$ cat src/rtl/flo_pkg.sv
package flo_pkg;

  typedef enum logic [1:0] {
    SLOT_EMPTY_LO = 2'd0,
    SLOT_EMPTY_HI = 2'd1,
    SLOT_FULL_LO  = 2'd2,
    SLOT_FULL_HI  = 2'd3
  } slot_e;

  function automatic slot_e slot_next(input slot_e s);
    logic [1:0] t;
    t = s + 2'd1;
    return slot_e'(t);
  endfunction

endpackage

$ cat src/rtl/flo_rotor.sv
module flo_rotor
  import flo_pkg::*;
(
  input  logic  clk,
  input  logic  rst_n,
  input  logic  clr,
  input  logic  step,
  output slot_e slot
);

  slot_e slot_q, slot_d;

  always_comb begin
    slot_d = slot_q;
    if (clr)       slot_d = SLOT_EMPTY_LO;
    else if (step) slot_d = slot_next(slot_q);
  end

  always_ff @(posedge clk or negedge rst_n) begin
    if (!rst_n) slot_q <= SLOT_EMPTY_LO;
    else        slot_q <= slot_d;
  end

  assign slot = slot_q;


  rot_clear_chk: assert property (@(posedge clk) disable iff (!rst_n)
    clr |=> slot == SLOT_EMPTY_LO);


  rot_advance_chk: assert property (@(posedge clk) disable iff (!rst_n)
    (step && !clr) |=> slot != $past(slot));

endmodule

$ cat src/rtl/flo_ser_idx.sv
module flo_ser_idx #(
  parameter int CHAIN_LEN = 34,
  localparam int IDX_W    = $clog2(CHAIN_LEN)
) (
  input  logic             clk,
  input  logic             rst_n,
  input  logic             clr,
  input  logic             shift,
  output logic [IDX_W-1:0] idx
);

  localparam logic [IDX_W-1:0] LAST = IDX_W'(CHAIN_LEN - 1);

  logic [IDX_W-1:0] idx_q, idx_d;

  always_comb begin
    idx_d = idx_q;
    if (clr)        idx_d = '0;
    else if (shift) idx_d = (idx_q == LAST) ? '0 : idx_q + 1'b1;
  end

  always_ff @(posedge clk or negedge rst_n) begin
    if (!rst_n) idx_q <= '0;
    else        idx_q <= idx_d;
  end

  assign idx = idx_q;


  ser_range_chk: assert property (@(posedge clk) disable iff (!rst_n)
    idx <= LAST);


  ser_wrap_chk: assert property (@(posedge clk) disable iff (!rst_n)
    (shift && !clr && idx == LAST) |=> idx == '0);

endmodule

$ cat src/rtl/flo_regs.sv
module flo_regs
  import flo_pkg::*;
#(
  parameter int OFS_W  = 17,
  parameter int BUS_W  = 18,
  parameter int DFLT_0 = 7,
  parameter int DFLT_1 = 31,
  parameter int DFLT_2 = 63,
  parameter int DFLT_3 = 127,
  localparam int LO_W  = (OFS_W + 1) / 2,
  localparam int HI_W  = OFS_W - LO_W,
  localparam int IDX_W = $clog2(2 * OFS_W),
  localparam int POS_W = $clog2(OFS_W)
) (
  input  logic             clk,
  input  logic             rst_n,
  input  logic             init,
  input  logic [1:0]       dflt_sel,
  input  logic             wr,
  input  logic             rd,
  input  slot_e            slot,
  input  logic [BUS_W-1:0] wdata,
  input  logic             ser_shift,
  input  logic [IDX_W-1:0] ser_idx,
  input  logic             ser_bit,
  output logic [OFS_W-1:0] empty_ofs,
  output logic [OFS_W-1:0] full_ofs,
  output logic [BUS_W-1:0] rdata
);

  logic [OFS_W-1:0] dflt;
  logic             ser_tgt;
  logic [POS_W-1:0] ser_pos;
  logic [OFS_W-1:0] ofs_q [2];

  always_comb begin
    unique case (dflt_sel)
      2'd0:    dflt = OFS_W'(DFLT_0);
      2'd1:    dflt = OFS_W'(DFLT_1);
      2'd2:    dflt = OFS_W'(DFLT_2);
      default: dflt = OFS_W'(DFLT_3);
    endcase
  end

  assign ser_tgt = (ser_idx >= IDX_W'(OFS_W));
  assign ser_pos = ser_tgt ? POS_W'(ser_idx - IDX_W'(OFS_W)) : POS_W'(ser_idx);

  for (genvar g = 0; g < 2; g++) begin : g_ofs
    localparam slot_e LO_SLOT = slot_e'(2'(2 * g));
    localparam slot_e HI_SLOT = slot_e'(2'(2 * g + 1));

    logic [OFS_W-1:0] q, d;

    always_comb begin
      d = q;
      if (init) begin
        d = dflt;
      end else if (wr) begin
        if (slot == LO_SLOT)      d[LO_W-1:0]     = wdata[LO_W-1:0];
        else if (slot == HI_SLOT) d[OFS_W-1:LO_W] = wdata[HI_W-1:0];
      end else if (ser_shift && (ser_tgt == 1'(g))) begin
        d[ser_pos] = ser_bit;
      end
    end

    always_ff @(posedge clk or negedge rst_n) begin
      if (!rst_n) q <= '0;
      else        q <= d;
    end

    assign ofs_q[g] = q;
  end

  logic [BUS_W-1:0] rd_q, rd_d;

  always_comb begin
    rd_d = rd_q;
    if (rd) begin
      unique case (slot)
        SLOT_EMPTY_LO: rd_d = BUS_W'(ofs_q[0][LO_W-1:0]);
        SLOT_EMPTY_HI: rd_d = BUS_W'(ofs_q[0][OFS_W-1:LO_W]);
        SLOT_FULL_LO:  rd_d = BUS_W'(ofs_q[1][LO_W-1:0]);
        default:       rd_d = BUS_W'(ofs_q[1][OFS_W-1:LO_W]);
      endcase
    end
  end

  always_ff @(posedge clk or negedge rst_n) begin
    if (!rst_n) rd_q <= '0;
    else        rd_q <= rd_d;
  end

  assign empty_ofs = ofs_q[0];
  assign full_ofs  = ofs_q[1];
  assign rdata     = rd_q;

endmodule

$ cat src/rtl/flag_offset_loader.sv
module flag_offset_loader
  import flo_pkg::*;
#(
  parameter int OFS_W  = 17,
  parameter int BUS_W  = 18,
  parameter int DFLT_0 = 7,
  parameter int DFLT_1 = 31,
  parameter int DFLT_2 = 63,
  parameter int DFLT_3 = 127
) (
  input  logic             clk,
  input  logic             rst_n,
  input  logic             cfg_init,
  input  logic             ptr_restart,
  input  logic [1:0]       dflt_sel,
  input  logic             ld_en,
  input  logic             wr_en,
  input  logic             rd_en,
  input  logic [BUS_W-1:0] wdata,
  input  logic             ser_en,
  input  logic             ser_din,
  output logic [BUS_W-1:0] rdata,
  output logic [OFS_W-1:0] empty_ofs,
  output logic [OFS_W-1:0] full_ofs
);

  localparam int LO_W      = (OFS_W + 1) / 2;
  localparam int HI_W      = OFS_W - LO_W;
  localparam int CHAIN_LEN = 2 * OFS_W;
  localparam int IDX_W     = $clog2(CHAIN_LEN);

  logic             seq_clr, wr_go, rd_go, ser_go;
  slot_e            slot;
  logic [IDX_W-1:0] ser_idx;

  assign seq_clr = cfg_init | ptr_restart;
  assign wr_go   = ld_en & wr_en & ~seq_clr;
  assign rd_go   = ld_en & rd_en & ~wr_en & ~seq_clr;
  assign ser_go  = ser_en & ~ld_en & ~seq_clr;

  flo_rotor u_rotor (
    .clk  (clk),
    .rst_n(rst_n),
    .clr  (seq_clr),
    .step (wr_go | rd_go),
    .slot (slot)
  );

  flo_ser_idx #(.CHAIN_LEN(CHAIN_LEN)) u_ser (
    .clk  (clk),
    .rst_n(rst_n),
    .clr  (seq_clr),
    .shift(ser_go),
    .idx  (ser_idx)
  );

  flo_regs #(
    .OFS_W (OFS_W),
    .BUS_W (BUS_W),
    .DFLT_0(DFLT_0),
    .DFLT_1(DFLT_1),
    .DFLT_2(DFLT_2),
    .DFLT_3(DFLT_3)
  ) u_regs (
    .clk      (clk),
    .rst_n    (rst_n),
    .init     (cfg_init),
    .dflt_sel (dflt_sel),
    .wr       (wr_go),
    .rd       (rd_go),
    .slot     (slot),
    .wdata    (wdata),
    .ser_shift(ser_go),
    .ser_idx  (ser_idx),
    .ser_bit  (ser_din),
    .empty_ofs(empty_ofs),
    .full_ofs (full_ofs),
    .rdata    (rdata)
  );


  init_equal_chk: assert property (@(posedge clk) disable iff (!rst_n)
    cfg_init |=> empty_ofs == full_ofs);


  wr_lo_chk: assert property (@(posedge clk) disable iff (!rst_n)
    (wr_go && slot == SLOT_EMPTY_LO) |=> empty_ofs[LO_W-1:0] == $past(wdata[LO_W-1:0]));


  wr_hi_chk: assert property (@(posedge clk) disable iff (!rst_n)
    (wr_go && slot == SLOT_EMPTY_HI) |=> empty_ofs[OFS_W-1:LO_W] == $past(wdata[HI_W-1:0]));


  rd_full_hi_chk: assert property (@(posedge clk) disable iff (!rst_n)
    (rd_go && slot == SLOT_FULL_HI) |=> rdata == BUS_W'(full_ofs[OFS_W-1:LO_W]));


  ser_block_chk: assert property (@(posedge clk) disable iff (!rst_n)
    (ld_en && !wr_en && !cfg_init) |=> $stable(empty_ofs) && $stable(full_ofs));


  restart_keep_chk: assert property (@(posedge clk) disable iff (!rst_n)
    (ptr_restart && !cfg_init) |=> $stable(empty_ofs) && $stable(full_ofs));


  wr_rd_same_chk: assert property (@(posedge clk) disable iff (!rst_n)
    (wr_go && rd_en) |=> $stable(rdata));

endmodule

$ cat config.mk
export PLATFORM = sky130hd
export DESIGN_NAME = flag_offset_loader
export DESIGN_NICKNAME = d
export VERILOG_FILES = /design/src/rtl/flo_pkg.sv /design/src/rtl/flo_rotor.sv /design/src/rtl/flo_ser_idx.sv /design/src/rtl/flo_regs.sv /design/src/rtl/flag_offset_loader.sv
export SDC_FILE = /design/constraint.sdc
export NUM_CORES = 1
export LEC_CHECK = 0
export BUFFER_PORTS_ARGS = -buffer_cell sky130_fd_sc_hd__buf_4
export CAP_MARGIN = 25
export CORE_UTILIZATION = 54
export CTS_CLUSTER_SIZE = 40
export DETAILED_ROUTE_END_ITERATION = 8
export GPL_TIMING_DRIVEN = 1
export PLACE_DENSITY = 0.8
export RECOVER_POWER = 50
export REMOVE_ABC_BUFFERS = 1
export SYNTH_ARGS = -nofsm -noshare
export SYNTH_HDL_FRONTEND = slang
export SYNTH_HIERARCHICAL = 1
export SYNTH_SLANG_ARGS = --single-unit
$ cat constraint.sdc
create_clock -name clk -period 3.6 [get_ports clk]
set_input_delay 0.36 -clock clk [delete_from_list [all_inputs] [get_ports clk]]
set_output_delay 0.36 -clock clk [all_outputs]
set_load 0.02 [all_outputs]
### Word level (Yosys, flattened, before mapping)

Index checks and enable logic that the tools add are counted.

* latch bits: 0
* memories: 0
* bits in registers: 60
* ROM bits: 0
* word-level logic and storage cells: 75
* input bits: 29
* output and inout bits: 52
* memory bits (writable): 0

* shifts and indexed selects: 0
* reductions and logical operators: 13
* equal/unequal tests: 12
* divide/modulo/power cells: 0
* mux-type cells: 24
* add/sub/neg operators: 3
* multiply operators: 0
* bitwise gates (word level): 13
* $lt $le $gt $ge: 3

Operators by type and width (count)
* $mux W17: 6
* $bwmux W17: 2
* $mux W8: 4
* $pmux W9 S3: 1
* $pmux W7 S3: 1
* $mux W6: 3
* $mux W9: 2
* $ne A3 B2 Y1 const B: 4
* $and A1 B1 Y1: 7
* $add A6 B1 Y6 const B: 1
* $eq A2 B2 Y1 const B: 3
* $eq A6 B6 Y1 const B: 1
* $ge A6 B5 Y1 const B: 1
* $lt A5 B6 Y1 const B: 1
* $ne A3 B3 Y1 const B: 2
* $reduce_and A3 Y1: 2
* $reduce_bool A3 Y1: 2
* $demux W1 S5: 1
* $ge A5 B1 Y1 const B: 1
* $mux W5: 1
* $sub A5 B5 Y5 const B: 1
* $eq A2 B1 Y1 const B: 2
* $logic_not A2 Y1: 2
* $mux W2: 2
* 7 further kinds: 15

### Depth between registers and ports, before layout

Gate-level depths: netlist (run 1).

* depth after elaboration: 10
* gate-level depth with buffers: 10
* gate-level depth less buffers: 8

### Cells and area by module

Netlist (run 1), hierarchy kept.

Modules (own cells, without submodules)
* flo_regs: seq. area each 1076.0 um2, times used 1, area each 2882.8 um2, cells an instance 304
* flo_ser_idx: seq. area each 150.1 um2, times used 1, area each 347.8 um2, cells an instance 37
* flo_rotor: seq. area each 50.0 um2, times used 1, area each 88.8 um2, cells an instance 7
* flag_offset_loader: seq. area each 0.0 um2, times used 1, area each 45.0 um2, cells an instance 6

### Worst setup path before layout (run 1)

No wires, ideal clock.

* path kind: register to register
* start: reg u_ser.idx_q[0] (netlist: u_ser/idx[0])
* end: reg u_regs.g_ofs[0].q[6] (netlist: u_regs/empty_ofs[6])
* setup slack: 0.761 ns
* clock period less this slack: 2.839 ns
* buffers on the path: 2
* stages on the path, launching flop included: 11
* arrival: 2.714 ns
* required time: 3.475 ns
* setup time: 0.125 ns
* cell sequence: dfrtp_1 -> buf_2 -> inv_1 -> ha_1 -> buf_2 -> nor3b_1 -> mux2_2 -> a2bb2oi_1 -> o21ai_1 -> a21oi_1 -> mux2_2

* longest elaborated chain between the ends: 10
* elaborated cells on any way between the ends: 16
* those cells by class: add/sub: 1; order compare: 3; mux: 7; bitwise: 1; reduce/logical: 4

RTL lines
* from (decl): line flo_ser_idx.sv:14 `logic [IDX_W-1:0] idx_q, idx_d;`
* from (signal assigned): line flo_ser_idx.sv:24 `else idx_q <= idx_d;`
* $sub A5 B5 Y5 / $ge A6 B5 Y1 (equally long branches): line flo_regs.sv:46, flo_regs.sv:45
* $mux W5: line flo_regs.sv:46 `assign ser_pos = ser_tgt ? POS_W'(ser_idx - IDX_W'(OFS_W)) : POS_W'(ser_idx);`
* $lt A5 B6 Y1 (not written as such) / $ge A5 B1 Y1 (equally long branches): line flo_regs.sv:62 `d[ser_pos] = ser_bit;`
* $logic_and A1 B1 Y1 (not written as such): line flo_regs.sv:62
* $mux W1 (not written as such): line flo_regs.sv:62
* $demux W1 S5
* $bwmux W17: line flo_regs.sv:62
* $mux W17: line flo_regs.sv:61 `end else if (ser_shift && (ser_tgt == 1'(g))) begin`
* $mux W17: line flo_regs.sv:58 `end else if (wr) begin`
* $mux W17: line flo_regs.sv:56 `if (init) begin`
* to (signal assigned): line flo_regs.sv:67 `if (!rst_n) q <= '0;`
* to (signal assigned): line flo_regs.sv:68 `else q <= d;`
* to (decl): line flo_regs.sv:52 `logic [OFS_W-1:0] q, d;`

Parallel ways exist; a longest one is shown, timed or not. The select of a mux whose other input is x is not followed.
A chain may end at the register's enable or synchronous reset.

### Worst setup path after layout (run 1)

* start: reg u_ser.idx_q[1] (netlist: u_ser/idx[1])
* end: reg u_regs.g_ofs[0].q[10] (netlist: u_regs/empty_ofs[10])

Same word-level chain as after synthesis.

==> out/metrics.csv, run 1 <==
stage,metric,value,unit
run_status,status,"finished, violations left",
run_status,failing checks,"capacitance limit, slew limit",
floorplanning,DIE AREA,6550,um^2
final_layout,fillcell total,507,
clock_network,Hold Buf Count CTS,0,
placement,dpl hpwl,6440,um
clock_network,clk_lat worst skew,0.30,ns
timing,final worst-path cycle share,90.6,%
timing,hold slack,0.390,ns
routing,Routed WL,9000,um
final_layout,layout cell share with drive strength beyond 1,25.7,%
setup_path,R2R Path Start,u_ser/idx[1],
clock_network,TritonCTS clock tree,built,
job,max_cap viols,1,
yosys,Yosys warnings,6,
setup_path,WP depth,8,
power_and_ir_drop,Worst VDD drop,0.236,mV
global_route,first-pass GRT wire length,14100,um
setup_path,reg-to-reg endpoint,u_regs/empty_ofs[10],
routing,DRC violations left,0,
hold_path,Min-Delay Path Class,in -> reg,
timing,Slew Limit Headroom,-78.8,%
clock_network,clock sink count,51,
yosys,"Async S/R FF share, synth",100,%
yosys,cells after synthesis,354,
timing,setup TNS,0,ns
clock_network,"Clk pin slew, worst setup/hold paths",0.09,ns
timing,clock period minus worst slack,3.26,ns
yosys,synthesized area per cell,9.50,um^2
setup_path,crit path from,u_ser/idx[1],
routing,Vias,3169,
yosys,Main synth FF type,dfrtp_1,
setup_path,R2R setup slack,0.34,ns
floorplanning,Top Ports,81,
placement,routability cong.,0.932,
floorplanning,Chip Height,80.9,um
setup_path,Crit path max-delay family,simple AND/OR/NAND/NOR gates,
placement,input/output buffers,62,
global_route,largest net degree at the start of global routing,52,
clock_network,Inserted Clock Buffers,5,
global_route,initial antenna violation count,0,
timing,Fmax achieved,307,MHz
setup_path,reg2reg path depth,8,
yosys,Seq cells post-synth,51,
global_route,GRT Resource Usage Total,28.0,%
power_and_ir_drop,power per cell area,377,nW/um^2
setup_path,critical path arrival,3.40,ns
setup_path,Critical Path Max Stage Delay,0.58,ns
yosys,distinct cell type count after synthesis,65,
floorplanning,Initial Utilization,56.5,%
timing,RSZ-0062 raised after global routing,no,
setup_path,CP Launch Type,flip-flop,
setup_path,kind of end point of the critical path,flip-flop,
routing,DR pass1 iterations,7,
timing,# setup viols final,0,
routing,routed len/inst,18.4,um
clock_network,CTS Root Cell,clkbuf_8,
yosys,Post-synth EDFFs,0,
setup_path,"critical path fanouts, max",11,
setup_path,worst path required time,3.74,ns
routing,DRT iter0 DRCs,312,
setup_path,WP buf/inv,1,
floorplanning,width of the chip,80.9,um
final_layout,n_diodes,0,
final_layout,Area Overhead vs Synth,16.0,%
setup_path,CP Class,reg -> reg,
yosys,register area share after synthesis,37.9,%
global_route,vias in the first global route,2963,
setup_path,crit-path cells,inv_1 -> ha_1 -> or4b_4 -> a21oi_4 -> mux2i_1 -> nand2_1 -> a21oi_1 -> a41oi_1,
setup_path,CP max stage cell,mux2i_1,
routing,DR vias/cell,6.49,
timing,"Hold Vio Cnt, Final",0,
clock_network,H-tree Lvls,2,
clock_network,post_cts resized,0,
routing,post-route ant nets,0,
global_route,GR Overflow Total,0,
timing,Tightest Pin Transition,2.68,ns
timing,Worst Skew,0.00476,ns
clock_network,Post-CTS Setup Repair Bufs,0,
timing,Max Slew Vio Count,52,
floorplanning,Core ar.,5960,um^2
floorplanning,Rows,28,
clock_network,CTS max path bufs,2,
power_and_ir_drop,LEAKAGE,1.68,nW
setup_path,Worst Setup EP,u_regs/empty_ofs[10],
yosys,"Cell Area, Synth",3360,um^2
final_layout,Nets,446,
stage by stage:
| step | utilization, % | power, W | instances | setup WS [ns] | cell area [um^2] |
|---|---|---|---|---|---|
| after floorplan | - | 0.000932 | 336 | 0.693 | 3260 |
| after global placement | 65.1 | 0.00110 | 481 | 0.504 | 3880 |
| after detailed placement | 65.1 | 0.00112 | 481 | 0.470 | 3880 |
| after CTS | 66.9 | 0.00151 | 488 | 0.418 | 3980 |
| after global routing | 65.5 | 0.00155 | 488 | 0.143 | 3900 |
| final | 65.5 | 0.00147 | 488 | 0.339 | 3900 |
worst min-delay path, stage by stage:
cell and delay [ns]:
buf_4 0.11, nand2_1 0.07, a41oi_1 0.11
layer usage:
| layer | GRT usage (%) | vias to the layer above | routed length [um] |
|---|---|---|---|
| met2 | 49.9 | 151 | 4500 |
| met4 | 7.68 | 0 | 175 |
| met3 | 4.16 | 25 | 594 |
| met5 | 0 | - | 0 |
| li1 | - | 1428 | - |
| met1 | 34.9 | 1565 | 3720 |
registers in the layout, summed over array words and instances, names as in the netlist:
| register | cells |
|---|---|
| u_regs/empty_ofs | 17 |
| u_regs/full_ofs | 17 |
| u_regs/rdata | 9 |
| u_ser/idx | 6 |
| u_rotor/slot | 2 |
logic make-up after synthesis:
| family | Yosys count | share of synthesized area, % |
|---|---|---|
| simple gates | 110 | 16.6 |
| compound gates | 107 | 21.0 |
| flops | 51 | 37.9 |
| mux | 44 | 17.3 |
| buf+inv | 35 | 5.06 |
| fa+ha+maj | 4 | 1.49 |
| xor+xnor | 2 | 0.521 |
| other cells | 1 | 0.111 |
layout make-up:
cell class / count / area (um^2) / share of cell area, %
Timing Repair Buffer: 70 / 443 / 11.4
Multi-Input combinational cell: 276 / 1950 / 49.9
Sequential cell: 51 / 1280 / 32.7
Clock inverter: 2 / 37.5 / 0.962
Inverter: 9 / 33.8 / 0.866
Tap cell: 75 / 93.8 / 2.41
Clock buffer: 5 / 68.8 / 1.76
placed cells by master, fill, tap and decap left out, drive strengths merged, types with 5 or more instances in the layout:
cell    synthesis  layout
a31oi          14      14
nor2           25      25
mux4            8       8
a21oi          29      29
dfrtp          51      51
nand3           7       7
clkbuf          9      27
conb            1       9
inv             9       9
mux2           30      30
nor2b           8       8
a41oi           6       6
buf            17      48
nand2          37      37
or2             5       5
o21ai          28      28
mux2i           6       6
Yosys cell counts, drive strengths merged, types with 2 or more instances:
| cell type | number | area, um^2 |
|---|---|---|
| o21ai | 28 | 148 |
| inv | 9 | 33.8 |
| nor3 | 4 | 20.0 |
| clkbuf | 9 | 33.8 |
| mux2i | 6 | 60.1 |
| mux2 | 30 | 342 |
| or4 | 2 | 15.0 |
| o31ai | 2 | 15.0 |
| nor2b | 8 | 50.1 |
| nor3b | 4 | 30.0 |
| a41oi | 6 | 52.6 |
| a2bb2oi | 4 | 35.0 |
| nand3 | 7 | 35.0 |
| mux4 | 8 | 180 |
| nor4b | 2 | 17.5 |
| a221o | 3 | 30.0 |
| buf | 17 | 103 |
| dfrtp | 51 | 1280 |
| a211oi | 2 | 15.0 |
| o32ai | 2 | 17.5 |
| nand3b | 2 | 15.0 |
| o211ai | 2 | 15.0 |
| nor2 | 25 | 98.8 |
| ha | 4 | 50.1 |
| a31oi | 14 | 87.6 |
| nand2b | 3 | 18.8 |
| a31o | 2 | 17.5 |
| or2 | 5 | 31.3 |
| nand2 | 37 | 139 |
| and2 | 3 | 18.8 |
| a21oi | 29 | 160 |
where the power goes:
part	total, W	internal [W]	switching (W)
clock network	0.000391	0.000203	0.000188
registers	0.000682	0.000636	0.0000456
logic	0.000398	0.000165	0.000234
total	0.00147	0.00100	0.000467
worst min-delay path by stage:
stage	from	end	slack, ns	cells after the start
global placement	rst_n	u_regs/rdata[1]	0.42	1
finish	wdata[2]	u_regs/empty_ofs[11]	0.39	3
detailed placement	rst_n	u_regs/rdata[1]	0.42	1
global route	wdata[0]	u_regs/full_ofs[9]	0.40	3
floorplan	rst_n	u_regs/empty_ofs[0]	0.06	0
CTS	rst_n	u_regs/rdata[5]	0.1	1
(Power assumes the default switching activity.)
==> run 2: changes to the inputs <==
--- a/config.mk
+++ b/config.mk
@@ -12,7 +12,6 @@
 export DETAILED_ROUTE_END_ITERATION = 8
 export GPL_TIMING_DRIVEN = 1
 export PLACE_DENSITY = 0.8
-export RECOVER_POWER = 50
 export REMOVE_ABC_BUFFERS = 1
 export SYNTH_ARGS = -nofsm -noshare
 export SYNTH_HDL_FRONTEND = slang
==> run 2 against run 1 <==
  * The run now ends clean
  * Routed wire length hardly changed
  * Largest cell class unchanged
  * Design area is 2.1% higher
  * Flip-flop and latch count stayed put
==> out/metrics.csv, run 2 (synthesized netlist as in run 1, its figures left out) <==
stage,metric,value,unit,change
power_and_ir_drop,power per cell area,377,nW/um^2,about the same
run_status,status,finished clean,,"was finished, violations left"
clock_network,post_cts resized,0,,unchanged
final_layout,layout cell share with drive strength beyond 1,31.0,%,was 25.7%
timing,Worst Skew,0.00537,ns,was 0.00476 ns
clock_network,Inserted Clock Buffers,5,,unchanged
global_route,GR Overflow Total,0,,unchanged
global_route,first-pass GRT wire length,14100,um,unchanged
final_layout,Nets,446,,unchanged
floorplanning,Core ar.,5960,um^2,unchanged
routing,routed len/inst,18.4,um,about the same
hold_path,Min-Delay Path Class,in -> async,,was in -> reg
power_and_ir_drop,Psw,0.000469,W,was 0.000467 W
clock_network,Post-CTS Setup Repair Bufs,0,,unchanged
clock_network,CTS Root Cell,clkbuf_8,,unchanged
floorplanning,Rows,28,,unchanged
setup_path,reg-to-reg endpoint,u_regs/full_ofs[16],,was u_regs/empty_ofs[10]
setup_path,worst path required time,3.79,ns,was 3.74 ns
power_and_ir_drop,LEAKAGE,1.76,nW,was 1.68 nW
timing,Tightest Pin Transition,0.869,ns,was 2.68 ns
routing,DRC violations left,0,,unchanged
timing,# setup viols final,0,,unchanged
timing,Max Slew Vio Count,0,,was 52
clock_network,TritonCTS clock tree,built,,unchanged
placement,dpl ws,0.470,ns,unchanged
routing,Vias,3143,,"was 3,169"
clock_network,H-tree Lvls,2,,unchanged
job,max_cap viols,0,,was 1
power_and_ir_drop,Int Pwr,0.00103,W,was 0.00100 W
clock_network,"Clk pin slew, worst setup/hold paths",0.09,ns,about the same
power_and_ir_drop,switching power share of the total,31.3,%,was 31.8%
global_route,initial antenna violation count,0,,unchanged
timing,RSZ-0062 raised after global routing,no,,unchanged
placement,dpl hpwl,6440,um,unchanged
power_and_ir_drop,Power Total,0.00150,W,was 0.00147 W
floorplanning,Initial Utilization,56.5,%,unchanged
routing,DRT iter0 DRCs,326,,was 312
floorplanning,width of the chip,80.9,um,unchanged
final_layout,final core occ,66.9,%,was 65.5%
floorplanning,DIE AREA,6550,um^2,unchanged
routing,post-route ant nets,0,,unchanged
routing,Routed WL,9000,um,about the same
setup_path,kind of end point of the critical path,flip-flop,,unchanged
final_layout,fillcell total,488,,was 507
setup_path,CP Class,reg -> reg,,unchanged
placement,input/output buffers,62,,unchanged
timing,setup TNS,0,ns,unchanged
timing,fin worst setup slack,0.342,ns,was 0.339 ns
clock_network,CTS max path bufs,2,,unchanged
setup_path,CP Launch Type,flip-flop,,unchanged
routing,DR pass1 iterations,7,,unchanged
timing,final worst-path cycle share,90.5,%,was 90.6%
setup_path,R2R setup slack,0.34,ns,about the same
global_route,GRT Resource Usage Total,28.0,%,unchanged
setup_path,R2R Path Start,u_ser/idx[1],,unchanged
final_layout,Area Overhead vs Synth,18.4,%,was 16.0%
timing,"Hold Vio Cnt, Final",0,,unchanged
placement,routability cong.,0.932,,unchanged
clock_network,Hold Buf Count CTS,0,,unchanged
setup_path,critical path arrival,3.45,ns,was 3.40 ns
timing,hold slack,0.0771,ns,was 0.390 ns
power_and_ir_drop,Clk pwr share,26.1,%,was 26.6%
clock_network,clk_lat worst skew,0.30,ns,about the same
power_and_ir_drop,Comb pwr share,28.4,%,was 27.1%
setup_path,reg2reg path depth,8,,unchanged
timing,Fmax achieved,307,MHz,about the same
final_layout,most frequent cells in the layout,"70 x buf_4, 51 x dfrtp_1, 37 x nand2_1",,"was 51 x dfrtp_1, 48 x buf_4, 37 x nand2_1"
power_and_ir_drop,Reg power frac,45.5,%,was 46.3%
clock_network,clock sink count,51,,unchanged
timing,clock period minus worst slack,3.26,ns,about the same
final_layout,n_diodes,0,,unchanged
setup_path,"critical path fanouts, max",11,,unchanged
global_route,largest net degree at the start of global routing,52,,unchanged
floorplanning,Top Ports,81,,unchanged
routing,DR vias/cell,6.44,,was 6.49
global_route,vias in the first global route,2963,,unchanged
power_and_ir_drop,Worst VDD drop,0.254,mV,was 0.236 mV
final_layout,"most common cell after layout, fill and taps aside",buf_4,,was dfrtp_1
timing,Slew Limit Headroom,42.1,%,was -78.8%
floorplanning,Chip Height,80.9,um,unchanged
[run 2: worst max-delay path by stage]
stage,from,to,slack [ns],depth (start not counted)
after floorplan,u_ser/idx[0],u_regs/empty_ofs[16],0.69,8
after global placement,u_ser/idx[1],u_regs/full_ofs[16],0.50,8
after detailed placement,u_ser/idx[1],u_regs/empty_ofs[2],0.47,8
after CTS,u_ser/idx[1],u_regs/empty_ofs[2],0.42,8
after global routing,u_ser/idx[1],u_regs/full_ofs[10],0.14,8
final,u_ser/idx[1],u_regs/full_ofs[16],0.34,8
[run 2: area by class of cell]
class                           instances  area, um^2  area share (%)
Clock buffer                            5        68.8            1.73
Clock inverter                          2        37.5           0.942
Inverter                                9        33.8           0.848
Multi-Input combinational cell        276        1950            48.9
Sequential cell                        51        1280            32.0
Tap cell                               75        93.8            2.36
Timing Repair Buffer                   70         526            13.2
[run 2: per-stage QoR]
step,area (um^2),cells
after floorplan,3260,336
after global routing,3980,488
final,3980,488
after CTS,3980,488
after detailed placement,3880,481
after global placement,3880,481
[run 2: metal layers]
metal / vias up / global-route usage [%] / share of wire [%]
met2: 148 / 49.9 / 50
met4: 0 / 7.68 / 1.7
li1: 1429 / - / -
met3: 22 / 4.16 / 6.7
met5: - / 0 / 0
met1: 1544 / 34.9 / 41
[run 2: power groups by stage]
| stage | registers (W) | logic, W | clock network, W |
|---|---|---|---|
| finish | 0.000683 | 0.000426 | 0.000392 |
| global route | 0.000692 | 0.000456 | 0.000425 |
| CTS | 0.000683 | 0.000425 | 0.000401 |
| detailed placement | 0.000695 | 0.000423 | 0 |
| global placement | 0.000691 | 0.000413 | 0 |
| floorplan | 0.000766 | 0.000166 | 0 |
[run 2: critical path: stages, from the launching register on]
cell     delay (ns)
dfrtp_1        0.51
inv_1          0.19
ha_1           0.38
or4b_4         0.54
a21oi_4        0.34
mux2_4         0.38
a211o_1        0.28
a21oi_1        0.19
mux2_2         0.35
==> run 3: changes to the inputs <==
--- a/config.mk
+++ b/config.mk
@@ -5,11 +5,11 @@
 export SDC_FILE = /design/constraint.sdc
 export NUM_CORES = 1
 export LEC_CHECK = 0
-export BUFFER_PORTS_ARGS = -buffer_cell sky130_fd_sc_hd__buf_4
 export CAP_MARGIN = 25
-export CORE_UTILIZATION = 54
+export CORE_UTILIZATION = 64
 export CTS_CLUSTER_SIZE = 40
 export DETAILED_ROUTE_END_ITERATION = 8
+export DONT_BUFFER_PORTS = 1
 export GPL_TIMING_DRIVEN = 1
 export PLACE_DENSITY = 0.8
 export REMOVE_ABC_BUFFERS = 1
==> run 3 against run 2 <==
  * Design area down 11%
  * Maximum frequency about the same
  * Setup slack worse by 0.0010 ns
  * Core utilization up 2.8 points
  * Clock power down 17%
  * Critical path type unchanged
  * Critical endpoint is now u_regs/empty_ofs[3]
==> out/metrics.csv, run 3 (synthesized netlist as in run 1, its figures left out) <==
stage,metric,value,unit,change
final_layout,Nets,387,,was 446
routing,Vias,2841,,"was 3,143"
floorplanning,width of the chip,74.5,um,was 80.9 um
floorplanning,DIE AREA,5550,um^2,was 6550 um^2
timing,setup TNS,0,ns,unchanged
routing,DR vias/cell,6.68,,was 6.44
floorplanning,Top Ports,81,,unchanged
routing,DRC violations left,0,,unchanged
clock_network,Inserted Clock Buffers,5,,unchanged
run_status,status,finished clean,,unchanged
floorplanning,Rows,26,,was 28
timing,Worst Skew,0.0147,ns,was 0.00537 ns
clock_network,CTS Root Cell,clkbuf_8,,unchanged
power_and_ir_drop,LEAKAGE,1.47,nW,was 1.76 nW
timing,final worst-path cycle share,90.5,%,about the same
timing,Slew Limit Headroom,41.6,%,was 42.1%
power_and_ir_drop,Worst VDD drop,0.257,mV,was 0.254 mV
timing,Fmax achieved,307,MHz,about the same
final_layout,Area Overhead vs Synth,5.09,%,was 18.4%
placement,dpl hpwl,6010,um,was 6440 um
routing,DR pass1 iterations,5,,was 7
timing,RSZ-0062 raised after global routing,no,,unchanged
routing,routed len/inst,20.7,um,was 18.4 um
placement,input/output buffers,0,,was 62
final_layout,layout cell share with drive strength beyond 1,19.2,%,was 31.0%
global_route,GRT Resource Usage Total,31.9,%,was 28.0%
global_route,largest net degree at the start of global routing,52,,unchanged
timing,# setup viols final,0,,unchanged
timing,Tightest Pin Transition,0.875,ns,was 0.869 ns
timing,Max Slew Vio Count,0,,unchanged
global_route,first-pass GRT wire length,13200,um,"was 14,100 um"
timing,"Hold Vio Cnt, Final",0,,unchanged
setup_path,CP Launch Type,flip-flop,,unchanged
clock_network,CTS max path bufs,2,,unchanged
final_layout,Layout Cells excl Fill,425,,was 488
clock_network,clock sink count,51,,unchanged
final_layout,"Design Area, Final",3540,um^2,was 3980 um^2
setup_path,critical path arrival,3.50,ns,was 3.45 ns
clock_network,Post-CTS Setup Repair Bufs,0,,unchanged
final_layout,most frequent cells in the layout,"51 x dfrtp_1, 37 x nand2_1, 29 x mux2_2",,"was 70 x buf_4, 51 x dfrtp_1, 37 x nand2_1"
setup_path,kind of end point of the critical path,flip-flop,,unchanged
power_and_ir_drop,power per cell area,376,nW/um^2,was 377 nW/um^2
hold_path,Min-Delay Path Class,in -> reg,,was in -> async
final_layout,n_diodes,0,,unchanged
routing,DRT iter0 DRCs,196,,was 326
global_route,initial antenna violation count,0,,unchanged
setup_path,crit path from,u_ser/idx[1],,unchanged
timing,clock period minus worst slack,3.26,ns,about the same
final_layout,fillcell total,403,,was 488
routing,post-route ant nets,0,,unchanged
clock_network,H-tree Lvls,2,,unchanged
final_layout,"most common cell after layout, fill and taps aside",dfrtp_1,,was buf_4
setup_path,reg-to-reg endpoint,u_regs/empty_ofs[3],,was u_regs/full_ofs[16]
setup_path,"critical path fanouts, max",11,,unchanged
routing,Routed WL,8780,um,was 9000 um
hold_path,hold path cells,2,,
placement,placed cell count,415,,was 481
clock_network,clk_lat worst skew,0.31,ns,was 0.30 ns
setup_path,Worst Setup EP,u_regs/empty_ofs[3],,was u_regs/full_ofs[16]
job,max_cap viols,0,,unchanged
clock_network,TritonCTS clock tree,built,,unchanged
setup_path,CP Class,reg -> reg,,unchanged
global_route,GR Overflow Total,0,,unchanged
floorplanning,Chip Height,74.5,um,was 80.9 um
floorplanning,Core ar.,5070,um^2,was 5960 um^2
placement,placed cell areas,3410,um^2,was 3880 um^2
setup_path,worst path required time,3.84,ns,was 3.79 ns
setup_path,R2R Path Start,u_ser/idx[1],,unchanged
setup_path,reg2reg path depth,7,,was 8
clock_network,"Clk pin slew, worst setup/hold paths",0.09,ns,about the same
placement,routability cong.,0.949,,was 0.932
setup_path,R2R setup slack,0.34,ns,about the same
floorplanning,Initial Utilization,66.3,%,was 56.5%
global_route,vias in the first global route,2725,,"was 2,963"
==> run 3: per-layer routing <==
metal	part of all wire (%)	vias to the layer above	track usage, %
met1	40	1368	37.9
met5	0	-	0
met4	2.6	0	13.6
li1	-	1307	-
met2	51	140	55.9
met3	6.5	26	6.64
==> run 3: per-stage QoR <==
step / power, W / hold slack [ns] / setup slack [ns] / util, %
final: 0.00133 / 0.266 / 0.341 / 69.7
after global routing: 0.00139 / 0.271 / 0.0995 / 69.7
after CTS: 0.00133 / 0.262 / 0.440 / 69.7
after detailed placement: 0.000990 / 0.0654 / 0.460 / 67.3
after global placement: 0.000977 / 0.0654 / 0.501 / 67.3
after floorplan: 0.000932 / 0.0644 / 0.693 / -
==> run 3: timing repair <==
| action | in CTS | in global routing |
|---|---|---|
| hold buffers | 2 | 0 |
| resized for setup | 0 | 0 |
| hold endpoints to repair | 51 | 0 |
==> run 3: cell type report <==
cell class	instances	area (um^2)	share of cell area [%]
multi-input cells	276	1950	55.1
flip-flops and latches	51	1280	36.1
repair buffers	11	105	2.97
well taps	70	87.6	2.48
clock buffers	6	72.6	2.05
inverters	9	33.8	0.955
clock inverters	2	12.5	0.354
==> run 3: worst min-delay path by stage <==
| stage | slack [ns] | startpoint | end |
|---|---|---|---|
| floorplan | 0.06 | rst_n | u_regs/empty_ofs[0] |
| global placement | 0.07 | rst_n | u_regs/rdata[1] |
| detailed placement | 0.07 | rst_n | u_regs/rdata[1] |
| CTS | 0.26 | wdata[0] | u_regs/empty_ofs[9] |
| global route | 0.27 | wdata[0] | u_regs/empty_ofs[9] |
| finish | 0.27 | wdata[0] | u_regs/empty_ofs[9] |
==> run 3: power by group <==
part | switching, W | internal [W]
clock network | 0.000189 | 0.000136
registers | 0.000137 | 0.000635
logic | 0.000127 | 0.000106
==> run 3: critical path, stage by stage, from the launching register on <==
cell and delay, ns:
dfrtp_1 0.50, inv_1 0.16, ha_1 0.37, or4b_4 0.54, a21oi_4 0.33, mux2_2 0.42, o311ai_0 0.59, mux2_2 0.30
